## config.mk

```make
export PLATFORM = sky130hd
export DESIGN_NAME = spi_cs_monitor_rx
export DESIGN_NICKNAME = d
export VERILOG_FILES = /design/src/rtl/spi_mon_pkg.sv /design/src/rtl/spi_mon_sync.sv /design/src/rtl/spi_mon_edge.sv /design/src/rtl/spi_mon_shift.sv /design/src/rtl/spi_mon_csflags.sv /design/src/rtl/spi_cs_monitor_rx.sv
export SDC_FILE = /design/constraint.sdc
export NUM_CORES = 1
export LEC_CHECK = 0
export ABC_CLOCK_PERIOD_IN_PS = 1800
export BUFFER_PORTS_ARGS = -buffer_cell sky130_fd_sc_hd__clkbuf_2
export CAP_MARGIN = 10
export CORE_ASPECT_RATIO = 1.1
export CORE_MARGIN = 2
export CORE_UTILIZATION = 50
export DETAILED_ROUTE_END_ITERATION = 7
export GPL_TIMING_DRIVEN = 1
export PLACE_DENSITY = 0.72
export SETUP_SLACK_MARGIN = 0.05
export SLEW_MARGIN = 20
export SYNTH_ARGS = -nofsm -noshare
export SYNTH_HDL_FRONTEND = slang
export SYNTH_SLANG_ARGS = --single-unit
```

## constraint.sdc

```tcl
create_clock -name clk_i -period 1.8 [get_ports clk_i]
set_clock_uncertainty 0.05 [all_clocks]
set_input_delay 0.09 -clock clk_i [delete_from_list [all_inputs] [get_ports clk_i]]
set_output_delay 0.09 -clock clk_i [all_outputs]
set_load 0.02 [all_outputs]
```

## src/rtl/spi_mon_pkg.sv

```systemverilog
package spi_mon_pkg;
  localparam int DEF_DATA_W = 8;
  localparam int DEF_SYNC_STAGES = 2;
  // pin vector layout into the synchroniser
  localparam int PIN_SCLK = 0;
  localparam int PIN_MOSI = 1;
  localparam int PIN_CS   = 2;
  localparam int PIN_W    = 3;
endpackage

```

## src/rtl/spi_mon_sync.sv

```systemverilog
module spi_mon_sync #(
  parameter int           W       = 3,
  parameter int           STAGES  = 2,
  parameter logic [W-1:0] RST_VAL = '0
) (
  input  logic         clk_i,
  input  logic         rst_ni,
  input  logic [W-1:0] d_i,
  output logic [W-1:0] q_o
);
  logic [STAGES-1:0][W-1:0] stg_q;

  generate
    if (STAGES == 1) begin : g_one
      always_ff @(posedge clk_i or negedge rst_ni) begin
        if (!rst_ni) stg_q <= RST_VAL;
        else         stg_q <= d_i;
      end
    end else begin : g_chain
      always_ff @(posedge clk_i or negedge rst_ni) begin
        if (!rst_ni) stg_q <= {STAGES{RST_VAL}};
        else         stg_q <= {stg_q[STAGES-2:0], d_i};
      end
    end
  endgenerate

  assign q_o = stg_q[STAGES-1];
endmodule

```

## src/rtl/spi_mon_edge.sv

```systemverilog
module spi_mon_edge #(
  parameter int           W       = 2,
  parameter logic [W-1:0] RST_VAL = '0
) (
  input  logic         clk_i,
  input  logic         rst_ni,
  input  logic [W-1:0] d_i,
  output logic [W-1:0] rise_o,
  output logic [W-1:0] fall_o
);
  logic [W-1:0] prev_q;

  always_ff @(posedge clk_i or negedge rst_ni) begin
    if (!rst_ni) prev_q <= RST_VAL;
    else         prev_q <= d_i;
  end

  assign rise_o = d_i & ~prev_q;
  assign fall_o = ~d_i & prev_q;
endmodule

```

## src/rtl/spi_mon_shift.sv

```systemverilog
module spi_mon_shift #(
  parameter int DATA_W = 8,
  localparam int CNT_W = $clog2(DATA_W)
) (
  input  logic              clk_i,
  input  logic              rst_ni,
  input  logic              sclk_rise_i,
  input  logic              mosi_i,
  input  logic              cs_active_i,
  input  logic              cs_release_i,
  input  logic              err_rst_en_i,
  output logic [DATA_W-1:0] data_o,
  output logic              valid_o,
  output logic              err_o,
  output logic [CNT_W-1:0]  cnt_o
);
  localparam logic [CNT_W-1:0] LAST = CNT_W'(DATA_W - 1);

  logic [CNT_W-1:0]  cnt_q;
  logic [DATA_W-1:0] sh_q, sh_nxt;

  assign sh_nxt = {sh_q[DATA_W-2:0], mosi_i};

  always_ff @(posedge clk_i or negedge rst_ni) begin
    if (!rst_ni) begin
      cnt_q   <= '0;
      sh_q    <= '0;
      data_o  <= '0;
      valid_o <= 1'b0;
      err_o   <= 1'b0;
    end else begin
      valid_o <= 1'b0;
      err_o   <= 1'b0;
      if (cs_release_i && cnt_q != '0) begin
        err_o <= 1'b1;
        if (err_rst_en_i) begin
          cnt_q <= '0;
          sh_q  <= '0;
        end
      end else if (sclk_rise_i && cs_active_i) begin
        sh_q <= sh_nxt;
        if (cnt_q == LAST) begin
          cnt_q   <= '0;
          data_o  <= sh_nxt;
          valid_o <= 1'b1;
        end else begin
          cnt_q <= cnt_q + 1'b1;
        end
      end
    end
  end

  assign cnt_o = cnt_q;
endmodule

```

## src/rtl/spi_mon_csflags.sv

```systemverilog
module spi_mon_csflags (
  input  logic       clk_i,
  input  logic       rst_ni,
  input  logic       cs_assert_i,
  input  logic       cs_release_i,
  input  logic       cont_mode_i,
  input  logic       edge_irq_en_i,
  input  logic [1:0] clr_i,
  output logic       rise_o,
  output logic       fall_o,
  output logic       irq_o
);
  logic gate;
  assign gate = cont_mode_i & edge_irq_en_i;

  always_ff @(posedge clk_i or negedge rst_ni) begin
    if (!rst_ni) begin
      rise_o <= 1'b0;
      fall_o <= 1'b0;
      irq_o  <= 1'b0;
    end else begin
      // new event wins over a clear in the same cycle
      rise_o <= (rise_o & ~clr_i[0]) | (gate & cs_release_i);
      fall_o <= (fall_o & ~clr_i[1]) | (gate & cs_assert_i);
      irq_o  <= gate & (cs_release_i | cs_assert_i);
    end
  end
endmodule

```

## src/rtl/spi_cs_monitor_rx.sv

```systemverilog
module spi_cs_monitor_rx
  import spi_mon_pkg::*;
#(
  parameter int DATA_W      = DEF_DATA_W,
  parameter int SYNC_STAGES = DEF_SYNC_STAGES,
  localparam int CNT_W      = $clog2(DATA_W)
) (
  input  logic              clk_i,
  input  logic              rst_ni,
  input  logic              sclk_i,
  input  logic              mosi_i,
  input  logic              cs_ni,
  input  logic              cont_mode_i,
  input  logic              edge_irq_en_i,
  input  logic              err_rst_en_i,
  input  logic [1:0]        flag_clr_i,
  output logic [DATA_W-1:0] rx_data_o,
  output logic              rx_valid_o,
  output logic              cs_rise_o,
  output logic              cs_fall_o,
  output logic              edge_irq_o,
  output logic              err_irq_o
);
  logic [PIN_W-1:0] pin_raw, pin_s;
  logic [1:0]       edg_in, edg_rise, edg_fall;
  logic             sclk_rise, cs_assert, cs_release, cs_active;
  logic [CNT_W-1:0] bit_cnt;

  always_comb begin
    pin_raw           = '0;
    pin_raw[PIN_SCLK] = sclk_i;
    pin_raw[PIN_MOSI] = mosi_i;
    pin_raw[PIN_CS]   = cs_ni;
  end

  spi_mon_sync #(
    .W(PIN_W), .STAGES(SYNC_STAGES), .RST_VAL(PIN_W'(1) << PIN_CS)
  ) u_sync (
    .clk_i(clk_i), .rst_ni(rst_ni), .d_i(pin_raw), .q_o(pin_s)
  );

  assign edg_in = {pin_s[PIN_CS], pin_s[PIN_SCLK]};

  spi_mon_edge #(.W(2), .RST_VAL(2'b10)) u_edge (
    .clk_i(clk_i), .rst_ni(rst_ni), .d_i(edg_in),
    .rise_o(edg_rise), .fall_o(edg_fall)
  );

  assign sclk_rise  = edg_rise[0];
  assign cs_release = edg_rise[1];
  assign cs_assert  = edg_fall[1];
  assign cs_active  = ~pin_s[PIN_CS];

  spi_mon_shift #(.DATA_W(DATA_W)) u_shift (
    .clk_i(clk_i), .rst_ni(rst_ni),
    .sclk_rise_i(sclk_rise), .mosi_i(pin_s[PIN_MOSI]),
    .cs_active_i(cs_active), .cs_release_i(cs_release),
    .err_rst_en_i(err_rst_en_i),
    .data_o(rx_data_o), .valid_o(rx_valid_o), .err_o(err_irq_o),
    .cnt_o(bit_cnt)
  );

  spi_mon_csflags u_flags (
    .clk_i(clk_i), .rst_ni(rst_ni),
    .cs_assert_i(cs_assert), .cs_release_i(cs_release),
    .cont_mode_i(cont_mode_i), .edge_irq_en_i(edge_irq_en_i),
    .clr_i(flag_clr_i),
    .rise_o(cs_rise_o), .fall_o(cs_fall_o), .irq_o(edge_irq_o)
  );
endmodule

```

==> results of run 1 <==
[cells in the mapped netlist]
cell type	count	share of area (%)
and2_1	1	0.49
buf_2	1	0.39
buf_4	1	0.59
buf_6	1	0.89
dfrtp_1	28	55
dfstp_2	3	6.2
ha_1	5	4.9
inv_1	15	4.4
mux2_2	1	0.89
mux2_4	8	9.4
mux2i_1	9	7.1
nand2_1	2	0.59
nand3_1	1	0.39
nor2_1	4	1.2
nor2b_4	1	1.1
o2111a_1	1	0.89
o211ai_1	1	0.59
o21ai_0	11	4.3
o22ai_1	1	0.49
[state kept, by name (all words and copies together) (netlist names)]
name             count
u_shift.sh_q         7
u_shift.data_o       8
u_shift.cnt_o        3
u_sync.q_o           3
u_shift.err_o        1
u_sync.stg_q         3
u_flags.irq_o        1
u_edge.prev_q        2
u_flags.rise_o       1
u_flags.fall_o       1
u_shift.valid_o      1
[power breakdown]
group / switching, uW / internal (uW)
registers: 100 / 838
logic: 272 / 284
clock network: 232 / 328
total: 604 / 1450
[through the flow]
stage	utilization (%)	instances	worst slack [ps]
floorplan	-	95	151.7
global placement	58.76	149	85.39
detailed placement	58.76	149	57.13
CTS	66.68	168	67.71
global route	68.47	171	11.27
finish	68.47	171	85.03
[cells by family (layout without fill, tap and decap cells)]
family / Yosys count / count (layout) / synth area share, %
flip-flops: 31 / 31 / 61.32
multiplexers: 18 / 18 / 17.42
buffers and inverters: 18 / 63 / 6.299
AO/OA/AOI/OAI: 14 / 14 / 6.299
AND/OR/NAND/NOR: 9 / 9 / 3.740
adder cells (fa/ha/maj): 5 / 5 / 4.921
[final cells by class]
| class | instances | area share [%] |
|---|---|---|
| tap | 31 | 2.313 |
| clock inverter | 2 | 2.090 |
| timing repair buffer | 40 | 17.76 |
| sequential | 31 | 46.49 |
| inverter | 15 | 3.358 |
| multi-input combinational | 46 | 24.93 |
| clock buffer | 6 | 3.060 |
[critical path: stages (launching register included)]
cell and delay, ps:
dfstp_2 540, inv_1 40, ha_2 170, inv_2 80, o2111a_2 290, buf_12 140, mux2_4 300
[placed cells by master (no fill, tap or decap)]
master         count
clkbuf_8           1
o2111a_2           1
nor2_1             4
o22ai_1            1
clkbuf_4           5
buf_4              7
ha_2               2
inv_2              1
mux2_2             1
clkbuf_16          1
o211ai_1           1
nand3_1            1
clkinv_2           1
nor2b_4            1
bufinv_16          1
dlygate4sd3_1      9
dfstp_2            3
ha_1               3
buf_12             1
clkbuf_2          22
inv_1             14
o21ai_0           11
nand2_1            2
and2_1             1
mux2i_1            9
dfrtp_1           28
mux2_4             8
[metal layers]
metal	track usage (%)	vias up
met1	22.40	398
li1	-	400
met3	5.585	7
met5	0	-
met2	26.22	18
met4	12.41	0
[worst min-delay path by stage]
stage               slack (ps)  depth (start not counted)               end
floorplan                 -260                          0  u_edge.prev_q[0]
global placement           130                          1    u_flags.fall_o
detailed placement         130                          1   u_sync.stg_q[2]
CTS                        140                          4  u_shift.cnt_o[0]
global route                70                          3    u_flags.fall_o
finish                     -20                          3    u_flags.fall_o
[what timing repair did]
item                                   in CTS  in global routing
buffers inserted                            1                  3
endpoints found under the hold margin      34                  0
setup endpoints to repair                   3                 10
pin swaps                                   1                  2
resized for setup                           0                  4
hold buffers                               10                  0
gates cloned                                0                  1
==> flow_summary.ini, run 1 <==
[outcome]
outcome = finished, violations left
failed_checks = hold timing

[worst_hold_path]
worstHoldStart = cont_mode_i
hold_class = primary input to flop

[setup_path]
r2r_slack_ps = 90
worstPathRequired_ps = 1960
cp-start-kind = flop
reg2reg_depth = 6
cp.arrival_ps = 1880
r2r-end = u_shift.data_o[0]
cp-startpoint = u_edge.prev_q[1]
crit_end = u_shift.data_o[0]
worstSetupPathType = flop to flop
endpoint_kind = flop
crit_fanout = 5
r2r-start = u_edge.prev_q[1]

[synth]
yosys_warnings = 0
synth_seq_cells = 31
syn_avg_cell_area_um2 = 13.38
syn_nets = 110
ys_seq_area_share_pct = 61.32
ys_types = 19
netlist_area_mm2 = 0.001271
synthCells = 95

[cts]
cts.sinks = 31
cts_made_buffers = 5
path_clk_slew_ps = 90
clock-root-buffer = clkbuf_4
clockBufferDepth = 2
cts_max_level = 2
tritoncts = built
clk-insertion-delay-late_ps = 330

[layout]
drive_gt1_share_pct = 40.00
multi_input_area_um2 = 417.9
num_antenna_cells = 0
fill_cells = 177
syn_to_final_growth_pct = 31.89
seq_area_um2 = 779.5
finalInstanceArea_mm2 = 0.001677
nets = 154

[placement]
place_area_mm2 = 0.001439
port-buffer-count = 22
place.gp.congestion = 0.7523
dp_hpwl_um = 1388

[floorplan]
io_pins = 23
coreArea_mm2 = 0.002449
die_w_um = 52.08
die_area_mm2 = 0.002962
num_rows = 19
die_h_um = 56.89
start_util_pct = 51.92

[timing]
fin_tns_setup_ps = 0
fmax_mhz = 583.1
whs_ps = -16.89
report.final.setup_viol = 0
tightest_slew_ps = 733.3
slew_viol_final = 0
period_share_pct = 95.28
min_period_ps = 1715
maxSlewHeadroom_pct = 51.12
rsz0062_at_grt = true
hold_violations = 1

[grt]
grt_pass1_vias = 820
grt_antenna_before_repair = 0
overflow = 0
grtUsageTotal_pct = 18.01
grt_max_degree = 32
grt_pass1_wl_um = 3705

[drt]
ant_nets = 0
dr.pass1.iters = 3
wl_um = 2266
drc_errors = 0
wl_met2_um = 1098
wl_met3_um = 87
drt-initial-drc-count = 13
vias = 823
vias_per_cell = 4.813
m1WireLength_um = 1010
wl_per_cell_um = 13.25
highest-signal-layer = met4

[power]
leakage_uw = 0.0008966
max-vdd-ir-drop_mv = 0.7528
p_per_area_mw_per_mm2 = 1225
report.power.total_uw = 2054

[job]
drv_cap = 0
Power figures use the tool's default switching activity.
==> run 2, diff against run 1 <==
- SYNTH_HIERARCHICAL: unset -> 1
==> run 2 against run 1 <==
Effect of this change:
- the run now ends clean
- hold slack gained 180 ps
- combinational power shrank 10%
- via count down 0.49%
- critical endpoint is now u_flags/irq_o
- power is 12% lower
- setup slack improved by 17 ps
- cell count shrank 2.3%
- global-route usage decreased by 0.64 points
- register-to-register slack gained 20 ps
- largest cell class unchanged
- highest routed layer unchanged
- sequential share of layout area increased by 2.2 points
==> flow_summary.ini, run 2 <==
[outcome]
outcome = complete, no violations

[grt]
grtUsageTotal_pct = 17.37
grt_max_degree = 32
grt_pass1_vias = 816
overflow = 0
grt_antenna_before_repair = 0
grt_pass1_wl_um = 3691

[floorplan]
die_area_mm2 = 0.003011
io_pins = 23
num_rows = 19
start_util_pct = 52.33
coreArea_mm2 = 0.002472
die_w_um = 52.50
die_h_um = 57.35

[power]
p_per_area_mw_per_mm2 = 1126
p_switching_uw = 568.1
power_frac_seq_pct = 51.6
combinationalPowerShare_pct = 27.7
swShare_pct = 31.54
clkPwrFrac_pct = 20.7
internal_power_uw = 1233
max-vdd-ir-drop_mv = 0.8208
leakage_uw = 0.0008693

[drt]
wl_um = 2128
drt-initial-drc-count = 9
wl_per_cell_um = 12.74
drc_errors = 0
vias = 819
dr.pass1.iters = 4
vias_per_cell = 4.904
ant_nets = 0

[setup_path]
cp-start-kind = flop
worstPathRequired_ps = 1960
crit_family = flip-flops
endpoint_kind = flop
path_depth = 3
worstSetupPathType = flop to flop
r2r-end = u_flags/irq_o
crit_chain = and2b_2 -> o211a_1 -> dlygate4sd3_1
path_buf_inv = 1
crit_end = u_flags/irq_o
r2r-start = u_sync/q_o[2]
cp-startpoint = u_sync/q_o[2]
reg2reg_depth = 3
crit_fanout = 4
slowest_delay_ps = 550
r2r_slack_ps = 100
cp.arrival_ps = 1850
crit_slowest_cell = dfstp_2

[layout]
nets = 148
fin_util_pct = 64.73
reg_top3 = u_shift/data_o x8, u_shift/sh_q x7
syn_to_final_growth_pct = 23.69
num_antenna_cells = 0
mostFrequentLayoutCells = dfrtp_1 (28), clkbuf_2 (22), inv_1 (13), o21ai_0 (12), dlygate4sd3_1 (10)
final_common_cell = dfrtp_1
instances_no_fill = 167
largest_register_ff_count = 8
drive_gt1_share_pct = 36.76
regMostFlops = u_shift/data_o

[cts]
path_clk_slew_ps = 90
cts_made_buffers = 5
cts.sinks = 31
clk-insertion-delay-late_ps = 320
tritoncts = built
cts_max_level = 2
clock-root-buffer = clkbuf_4
clockBufferDepth = 2

[timing]
tightest_slew_ps = 740.0
whs_ps = 163.6
rsz0062_at_grt = true
min_period_ps = 1698
fin_tns_setup_ps = 0
slew_viol_final = 0
report.final.setup_viol = 0
hold_violations = 0
maxSlewHeadroom_pct = 50.67
fmax_mhz = 589.0
period_share_pct = 94.32

[synth]
synthCells = 97
syn_avg_cell_area_um2 = 13.34
netlist_area_mm2 = 0.001294
syn_nets = 110
yosys_warnings = 6

[job]
drv_cap = 0

[placement]
place.gp.congestion = 0.7412
placedCellCount = 148
dp_hpwl_um = 1388
port-buffer-count = 22

[worst_hold_path]
hold_class = primary input to flop
[run 2: layout make-up]
class,instances,area [um2]
timing repair buffer,37,264.0
tap,31,38.79
clock inverter,1,5.005
multi-input combinational,46,415.4
clock buffer,7,45.04
sequential,31,779.5
inverter,14,52.55
fill,182,872.1
[run 2: layer usage]
layer / vias up / GRT usage [%] / routed length, um
met5: - / 0 / 0
met4: 0 / 8.425 / 59
met3: 7 / 8.901 / 95
met2: 25 / 22.86 / 952
met1: 393 / 23.67 / 1021
li1: 394 / - / -
[run 2: stage by stage]
stage          setup WS, ps  instance area [um2]  power [uW]
4_1_cts               62.08                 1589        1812
2_1_floorplan         101.4                 1294        1261
3_5_place_dp          71.14                 1439        1415
5_1_grt               32.84                 1600        1936
3_3_place_gp          108.8                 1439        1386
6_report              102.3                 1600        1801
[run 2: power groups by stage]
stage / Clock, uW / Combinational [uW] / Sequential, uW
finish: 373 / 499 / 930
global placement: 0 / 443 / 943
CTS: 391 / 486 / 935
detailed placement: 0 / 467 / 948
floorplan: 0 / 301 / 961
global route: 428 / 558 / 950
[run 2: worst min-delay path by stage]
stage / from / to / slack [ps] / cells past startpoint
2_1_floorplan: rst_ni / u_edge/prev_q[0] / -260 / 0
3_3_place_gp: rst_ni / u_flags/rise_o / 130 / 1
3_5_place_dp: cs_ni / u_sync/stg_q[2] / 130 / 1
4_1_cts: err_rst_en_i / u_shift/cnt_o[1] / 150 / 4
5_1_grt: err_rst_en_i / u_shift/cnt_o[1] / 190 / 4
6_report: err_rst_en_i / u_shift/cnt_o[1] / 160 / 4
[run 2: timing repair]
item                       4_1_cts  5_1_grt
setup endpoints to repair        0       17
setup buffers                    0        1
gates resized for setup          0        2
hold endpoints to repair        34        0
hold buffers                    10        0
[run 2: tightest hold or removal path, cell delays in order]
cell and delay (ps):
clkbuf_2 90, nand2_1 90, o21ai_0 150, mux2i_1 70
==> run 3, diff against run 2 <==
- ABC_AREA: unset -> 1
==> run 3 against run 2 <==
Effect of this change:
- maximum frequency increased by 3.6%
- critical endpoint is now u_flags/rise_o
- flip-flop and latch count unchanged
- sequential share of layout area increased by 2.4 points
==> flow_summary.ini, run 3 <==
[setup_path]
worstPathRequired_ps = 2030
crit_slowest_cell = dfstp_2
path_buf_inv = 3
cp-start-kind = flop
endpoint_kind = flop
cp.arrival_ps = 1870
crit_family = buffers and inverters
crit_fanout = 4
crit_chain = inv_1 -> nor2_2 -> buf_4 -> nand3_1 -> nand2_1 -> dlygate4sd3_1
slowest_delay_ps = 570
worstSetupPathType = flop to flop

[cts]
tritoncts = built
cts.sinks = 31
path_clk_slew_ps = 90
clk-insertion-delay-late_ps = 330
post_cts_buffers = 0
clock-root-buffer = clkbuf_4
cts_made_buffers = 5
clockBufferDepth = 2
cts_max_level = 2

[drt]
drt-initial-drc-count = 15
dr.pass1.iters = 4
wl_per_cell_um = 11.91
drc_errors = 0
wl_um = 2323
vias_per_cell = 4.744
vias = 925
ant_nets = 0

[job]
drv_cap = 0

[power]
leakage_uw = 0.0008834
p_switching_uw = 532.9
p_per_area_mw_per_mm2 = 1129
max-vdd-ir-drop_mv = 0.8666
clkPwrFrac_pct = 26.8
internal_power_uw = 1187
swShare_pct = 30.98
combinationalPowerShare_pct = 20.6
power_frac_seq_pct = 52.6

[grt]
grt_pass1_wl_um = 4119
grtUsageTotal_pct = 19.58
grt_max_degree = 32
grt_pass1_vias = 992
overflow = 0
grt_antenna_before_repair = 0

[placement]
dp_hpwl_um = 1570
place.gp.congestion = 0.7706
port-buffer-count = 22

[outcome]
outcome = complete, no violations

[floorplan]
start_util_pct = 54.08
die_area_mm2 = 0.002900
io_pins = 23
die_h_um = 56.28
die_w_um = 51.53
num_rows = 18
coreArea_mm2 = 0.002297

[timing]
tightest_slew_ps = 747.5
fin_tns_setup_ps = 0
period_share_pct = 91.04
min_period_ps = 1639
slew_viol_final = 0
maxSlewHeadroom_pct = 50.17
fmax_mhz = 610.2
hold_violations = 0
rsz0062_at_grt = false
report.final.setup_viol = 0
whs_ps = 292.1

[synth]
yosys_warnings = 6
synthCells = 129
syn_nets = 142
syn_avg_cell_area_um2 = 9.631
netlist_area_mm2 = 0.001242

[layout]
largest_register_ff_count = 8
regMostFlops = u_shift/data_o
mostFrequentLayoutCells = nand2_1 (52), dfrtp_1 (28), clkbuf_2 (22), nand3_1 (13)
drive_gt1_share_pct = 25.45
syn_to_final_growth_pct = 22.66
final_common_cell = nand2_1
num_antenna_cells = 0
reg_top3 = u_shift/data_o x8, u_shift/sh_q x7
nets = 177

[worst_hold_path]
hold_class = primary input to async pin
==> run 3: what timing repair did <==
| item | 4_1_cts | 5_1_grt |
|---|---|---|
| gates resized for setup | 0 | 1 |
| hold endpoints to repair | 34 | 0 |
| hold buffers | 10 | 0 |
| setup endpoints to repair | 0 | 1 |
==> run 3: power by group through the flow <==
stage | logic, uW | clock network (uW) | registers, uW
after global routing | 411 | 507 | 921
after detailed placement | 341 | 0 | 920
after CTS | 360 | 477 | 907
after global placement | 328 | 0 | 912
after floorplan | 217 | 0 | 934
final | 354 | 461 | 905
==> run 3: layer usage <==
| metal | share of wire (%) | track usage, % | vias up |
|---|---|---|---|
| li1 | - | - | 459 |
| met1 | 42 | 22.26 | 442 |
| met2 | 52 | 32.23 | 20 |
| met3 | 5.0 | 7.979 | 4 |
| met4 | 1.1 | 7.895 | 0 |
| met5 | 0 | 0 | - |
==> run 3: layout make-up <==
| class | instances | area [um2] |
|---|---|---|
| Inverter | 13 | 48.80 |
| Clock buffer | 8 | 68.82 |
| Timing Repair Buffer | 33 | 217.7 |
| Fill cell | 209 | 773.2 |
| Tap cell | 30 | 37.54 |
| Sequential cell | 31 | 779.5 |
| Multi-Input combinational cell | 80 | 371.6 |
==> run 3: final timing paths <==
check | cells after the start | to | from | slack (ps)
max in group asynchronous | 2 | u_edge/prev_q[0] | rst_ni | 930
min in group clk_i | 4 | u_shift/cnt_o[1] | err_rst_en_i | 300
worst max-delay path | 6 | u_flags/rise_o | u_sync/q_o[2] | 160
worst min-delay path | 2 | u_flags/irq_o | rst_ni | 290
worst min register to register | 0 | u_sync/q_o[2] | u_sync/stg_q[2] | 300
worst max register to register | 6 | u_flags/rise_o | u_sync/q_o[2] | 160
==> run 3: metrics by stage <==
step           instance area, um2  setup WS, ps  instances  power, uW  utilization [%]
5_1_grt                      1524         77.92        195       1839            66.34
6_report                     1524         161.3        195       1720            66.34
3_5_place_dp                 1353         268.0        177       1261            58.88
2_1_floorplan                1242         377.6        129       1151                -
3_3_place_gp                 1353         353.6        177       1241            58.88
4_1_cts                      1521         124.4        195       1744            66.23
==> run 3: worst register-to-register path, delay by kind of cell, from the launching register on <==
family / cells / cell delay, ps
buffers and inverters: 3 / 730
DFF: 1 / 570
and+or+nand+nor: 3 / 240
